File: src/rtl/pwrbtn_ctrl.sv
module pwrbtn_ctrl #(
  parameter int DB_TICKS  = 16,
  parameter int OVR_TICKS = 4000
) (
  input  logic       clk,
  input  logic       rst_n,
  input  logic       btn_n,
  input  logic       tick,
  input  logic       pwr_good,
  input  logic       sci_en,
  input  logic       btn_en,
  input  logic       gsmi_en,
  input  logic       stretch_active,
  input  logic       sleep_req,
  input  logic [2:0] sleep_tgt,
  output logic [2:0] state,
  output logic       btn_level,
  output logic       wake_pulse,
  output logic       sci_pulse,
  output logic       smi_pulse
);
  localparam int DBW = $clog2(DB_TICKS + 1);
  localparam int OVW = $clog2(OVR_TICKS + 1);
  localparam logic [DBW-1:0] DB_LAST  = DBW'(DB_TICKS - 1);
  localparam logic [OVW-1:0] OVR_LAST = OVW'(OVR_TICKS - 1);
  localparam logic [2:0] ST_G3 = 3'd0, ST_S0 = 3'd1, ST_S1 = 3'd2,
                         ST_S3 = 3'd3, ST_S4 = 3'd4, ST_S5 = 3'd5;

  logic [1:0]     sync;
  logic           lvl, lvl_q, str_q;
  logic [DBW-1:0] dbc;
  logic [OVW-1:0] ovr;

  wire raw      = sync[1];
  wire press    = lvl & ~lvl_q;
  wire relaunch = lvl & str_q & ~stretch_active;
  wire hold_ok  = (state == ST_S0) & lvl & ~stretch_active;
  wire ovr_hit  = hold_ok & tick & (ovr == OVR_LAST);
  wire tgt_ok   = (sleep_tgt == ST_S1) | (sleep_tgt == ST_S3) |
                  (sleep_tgt == ST_S4) | (sleep_tgt == ST_S5);

  assign btn_level = lvl;

  always_ff @(posedge clk or negedge rst_n)
    if (!rst_n) begin
      sync  <= '0;
      lvl   <= 1'b0;
      lvl_q <= 1'b0;
      str_q <= 1'b0;
      dbc   <= '0;
    end else begin
      sync  <= {sync[0], ~btn_n};
      lvl_q <= lvl;
      str_q <= stretch_active;
      if (raw == lvl)
        dbc <= '0;
      else if (tick) begin
        if (dbc == DB_LAST) begin
          lvl <= raw;
          dbc <= '0;
        end else
          dbc <= dbc + 1'b1;
      end
    end

  always_ff @(posedge clk or negedge rst_n)
    if (!rst_n)
      ovr <= '0;
    else if (!hold_ok || ovr_hit)
      ovr <= '0;
    else if (tick)
      ovr <= ovr + 1'b1;

  always_ff @(posedge clk or negedge rst_n)
    if (!rst_n) begin
      state      <= ST_G3;
      wake_pulse <= 1'b0;
      sci_pulse  <= 1'b0;
      smi_pulse  <= 1'b0;
    end else begin
      wake_pulse <= 1'b0;
      sci_pulse  <= 1'b0;
      smi_pulse  <= 1'b0;
      case (state)
        ST_G3: if (pwr_good) state <= ST_S5;
        ST_S0: begin
          if (ovr_hit)
            state <= ST_S5;
          else begin
            if (press && sci_en && btn_en)
              sci_pulse <= 1'b1;
            else if (press && !sci_en && btn_en && gsmi_en)
              smi_pulse <= 1'b1;
            if (sleep_req && tgt_ok)
              state <= sleep_tgt;
          end
        end
        ST_S1, ST_S3, ST_S4, ST_S5:
          if (!stretch_active && (press || relaunch)) begin
            state      <= ST_S0;
            wake_pulse <= 1'b1;
          end
        default: state <= ST_G3;
      endcase
    end
endmodule

File: config.mk
export PLATFORM = sky130hd
export DESIGN_NAME = pwrbtn_ctrl
export DESIGN_NICKNAME = d
export VERILOG_FILES = /design/src/rtl/pwrbtn_ctrl.sv
export SDC_FILE = /design/constraint.sdc
export NUM_CORES = 1
export LEC_CHECK = 0
export BUFFER_PORTS_ARGS = -buffer_cell sky130_fd_sc_hd__buf_2
export CORE_MARGIN = 5
export CORE_UTILIZATION = 55
export DETAILED_ROUTE_END_ITERATION = 7
export PLACE_DENSITY = 0.77
export SKIP_CTS_REPAIR_TIMING = 1
export SLEW_MARGIN = 20
export SYNTH_ARGS = -nofsm -noshare
export SYNTH_HDL_FRONTEND = slang
export SYNTH_SLANG_ARGS = --single-unit
File: constraint.sdc
create_clock -name clk -period 2.32 [get_ports clk]
set_input_delay 0.232 -clock clk [delete_from_list [all_inputs] [get_ports clk]]
set_output_delay 0.232 -clock clk [all_outputs]
set_load 0.05 [all_outputs]
---- Yosys cells after proc, flatten, opt, wreduce, memory -nomap -nowiden ----
Cells that the tools add are included.
operators by class
  $add $sub $neg .......................... 2
  eq/ne operators ......................... 15
  multiplexer cells ....................... 19
  bitwise logic cells ..................... 14
  reduce and logical (&&, ||, !) cells .... 18
operators with widths
  kind                     number
  $mux W12                 2
  $mux W5                  3
  $add A12 B1 Y12 const B  1
  $eq A12 B12 Y1 const B   1
  $eq A3 B2 Y1 const B     4
  $eq A3 B3 Y1 const B     4
  $mux W3                  4
  $mux W1                  9
  $pmux W3 S3              1
  $and A1 B1 Y1            7
  $logic_and A1 B1 Y1      7
  $reduce_and A3 Y1        2
  $add A5 B1 Y5 const B    1
  $eq A5 B4 Y1 const B     1
  $ne A2 B2 Y1 const B     2
  $not A1 Y1               4
  $reduce_bool A2 Y1       2
  $reduce_or A4 Y1         1
  $eq A3 B1 Y1 const B     1
  $logic_not A1 Y1         3
  $logic_not A3 Y1         1
  $ne A3 B2 Y1 const B     1
  $or A1 B1 Y1             3
  $logic_or A1 B1 Y1       2
  $eq A1 B1 Y1             1
storage, ports and cells
  flip-flop bits (word level) ............. 28
  input port bits ......................... 13
  output and inout bits ................... 7
  logic and storage cells ................. 78

---- Logic depth before layout (Yosys ltp) ----
  word-level depth ........................ 9
  depth in mapped cells ................... 7
  gate-level depth less buffers ........... 5

---- Worst setup path after synthesis ----
Ideal clock, no wire load.
  path kind ............................... flip-flop to flip-flop
  from .................................... register state[0]
  to ...................................... register ovr[11]
  library setup time ...................... 119 ps
  data arrival time ....................... 1772 ps
  required time ........................... 2201 ps
  setup slack ............................. 429 ps
  cell stages (with the launch flop) ...... 6
  buffers on the path ..................... 1
  period minus slack after synthesis ...... 1891 ps
  cell sequence ........................... dfrtp_1 or3b_1 buf_6 o311ai_4 nor3_1 o21ba_1
between the ends
  word-level cells in the longest chain between the ends .. 7
  elaborated cells between the ends (all ways) .. 9
  those cells by class .................... eq/ne (1); mux (1); bitwise (4); reduce/logical (3)
ends and longest elaborated chain
  what                                                   RTL line  text
  from (decl)                                            16        output logic [2:0] state,
  from (signal assigned)                                 95        state <= sleep_tgt;
  $eq A3 B1 Y1 (*)                                       37        wire hold_ok = (state == ST_S0) & lvl & ~stretch_active;
  $and A1 B1 Y1 (*) (2 in a row)                         37
  $and A1 B1 Y1 (2 in a row)                             38        wire ovr_hit = hold_ok & tick & (ovr == OVR_LAST);
  $logic_or A1 B1 Y1 (*)                                 69        else if (!hold_ok || ovr_hit)
  $mux W12 / $reduce_bool A2 Y1 (equally long branches)  -
  to (signal assigned)                                   72        ovr <= ovr + 1'b1;
  to (decl)                                              32        logic [OVW-1:0] ovr;
Mark *: on every way between the ends. The rest lies on a longest branch, timed or not.
A chain may end at the register's enable or synchronous reset.

---- Worst setup path in the final report ----
  from .................................... register state[1]
  to ...................................... register ovr[11]
Same word-level chain as after synthesis.

==> results.md <==
* Most instantiated cells after synthesis: 28 x dfrtp_1, 17 x nor2_1, 13 x nand2_1
* Die area at 3590 sq um
* Clock latency on the worst-skew pair at 0.33 ns
* CP max-delay cell: or3b_1
* Cell taking the most area after synthesis: dfrtp_1
* Die Y at 59.9 microns
* Final Cell Area at 1550 sq um
* Die X at 59.9 microns
* LEAKAGE at 0.749 nW
* Peak VDD IR at 0.502 mV
* Crit-path cells: or3b_1 -> nor2_1 -> nand2_1 -> o21ba_1
* Average size of a mapped cell at 10.2 sq um
* DRC viols at 0
* Top cells by area, synth: dfrtp_1 51%, nor2_1 4.7%, xor2_1 4.5%, nand2_1 3.6%, xnor2_1 2.6%
* RSZ-0062 raised after global routing: false
* Fillers at 200
* Fmax achieved at 566 MHz
* Met3 usage at 3.02%
* Gpl congestion at 0.906
* Critical path origin: state[1]
* Grt met2 use at 27.6%
* # IOs at 20
* Status: completed
* Cells after Synth at 134
* Final period utilization at 76.2%
* Initial antenna violation count at 0
* Dpl cell area at 1480 sq um
* H-tree depth at 1
* Worst relative slew slack at 59.3%
* CP startpoint kind: register
* Delay of the slowest critical-path stage at 0.52 ns
* Starting density of the core at 56.3%
* Most frequent cell after synthesis: dfrtp_1
* Slew Viols, Final at 0
* Total negative slack at 0 ns
* Count of final hold-check violations at 0
* Final net count at 171
* TritonRoute pass-1 iters at 4
* Final setup fails at 0
* Data required, critical path at 2.60 ns
* Post-synth EDFFs at 0
* Yosys top cell area share at 51.1%
* CTS tree: built
* Worst path top cell family by delay: simple AND/OR/NAND/NOR gates
* WP buf/inv at 0
* Synth unique cells at 40
* Synth warnings at 0
* Area grow syn2layout at 13.2%
* Vias in the first global route at 1039
* CTS Buf Count at 3
* Cell total after placement at 179
* Final WL at 2.69 mm
* Clk slew on worst S/H paths at 0.15 ns
* Pwr per Cell Area at 745 nW/um^2
* Gr usage total at 16.2%
* Overflow after GRT at 0
* M1 GR Usage at 19.8%
* Minimum clock period at 1.77 ns
* CTS root buffer: clkbuf_4
* Drt first-iter violations at 31
* Total power draw at 1.16 mW
* Via Count at 1022
* Max_cap viols at 0
* Top FF cell, synth: dfrtp_1
* HP Class: in2reg
* First-pass GRT wire length at 4.47 mm
* HPWL after DPL at 1.93 mm
* Seq/Total Area, Yosys at 51.1%
* WS Path Type: reg2reg
* Worst-margin pin slew at 0.610 ns
* Synthesized flop and latch total at 28
* WL/cell at 14.6 microns
* Min-delay src: btn_n
* Vias/cell at 5.52
* Synthesized net count at 149
* Largest net degree at the start of global routing at 29
* Core Area at 2430 sq um
* Diode count at 0
* Critical Path AT at 2.05 ns
* Post-route ant nets at 0
* FF-to-FF Start: state[1]
* Setup Skew at 0.00339 ns
* Worst Setup End Kind: register
* Number of port buffers at 19
* Row Count at 18
* Proportion of synthesized flip-flops having asynchronous set or reset at 100%
* Area occupied by multi-input gates at 619 sq um
* Top Usage Layer GRT: met2
* Sink Count at 28
* Clk buf depth at 2
* Crit-path max FO at 11
* Fin cells at 185
* Register area at 701 sq um
* Fraction of layout cells with a size suffix above 1 at 17.4%
* Post-Syn Area at 1370 sq um
## power by group
| group | internal [mW] | leakage (nW) | switching [mW] |
|---|---|---|---|
| Sequential | 0.513 | 0.378 | 0.0331 |
| Clock | 0.175 | 0.0279 | 0.148 |
| Combinational | 0.0919 | 0.344 | 0.194 |
## metal layers
| metal | wire length (microns) | share of wire, % |
|---|---|---|
| met2 | 1420 | 53 |
| met3 | 80 | 3.0 |
| met5 | 0 | 0 |
| met1 | 1170 | 43 |
| met4 | 29 | 1.1 |
## cell usage in the layout, fill, tap and decap left out, drive strengths merged, types with 2 or more instances in the layout
cell,n
a21o,2
a21oi,4
a22oi,2
and3,4
buf,19
clkbuf,3
dfrtp,28
dlygate4sd3,2
ha,2
inv,7
mux2i,3
nand2,13
nand2b,2
nand3,2
nand4,3
nor2,17
nor2b,2
nor3,4
o21ai,4
o311ai,2
or3,2
or4,2
xnor2,4
xor2,7
## logic make-up (layout without fill, tap and decap cells)
group                      after synthesis  count (layout)  synth area share [%]
and+or+nand+nor                         59              59                  22.5
DFF                                     28              28                  51.1
xor gates and xnor gates                11              11                  7.03
AOI/OAI and AO/OA                       19              19                  10.9
adders and majority gates                2               2                  1.83
muxes                                    4               4                  3.01
buffers and inverters                   11              32                  3.65
## through the flow
step | setup WS [ns] | util (%) | hold slack [ns]
final | 0.552 | 63.8 | 0.0103
after global routing | 0.413 | 63.8 | 0.00295
after CTS | 0.543 | 63.0 | -0.0934
after detailed placement | 0.574 | 60.8 | 0.284
after global placement | 0.609 | 60.8 | 0.274
after floorplan | 0.429 | - | -0.0636
## state kept, by name (all words and copies together) (netlist names)
| signal | cells |
|---|---|
| wake_pulse | 1 |
| sci_pulse | 1 |
| str_q | 1 |
| dbc | 5 |
| lvl_q | 1 |
| btn_level | 1 |
| state | 3 |
| sync | 2 |
| smi_pulse | 1 |
| ovr | 12 |
## worst paths after layout
kind,to,slack [ns],depth (start not counted)
worst max-delay path,ovr[11],0.55,4
worst min-delay path,sync[0],0.01,2
worst max register to register,ovr[11],0.55,4
worst min register to register,sync[1],0.37,0
max in group asynchronous,ovr[2],1.50,2
min in group asynchronous,ovr[8],0.42,2
## cell type report
cell class,instances,share of cell area (%)
inverter,7,1.69
timing repair buffer,21,7.42
sequential,28,45.2
tap,30,2.42
multi-input combinational,95,39.9
clock buffer,3,1.45
clock inverter,1,1.94
No activity file was read; power rests on OpenSTA's default activity.
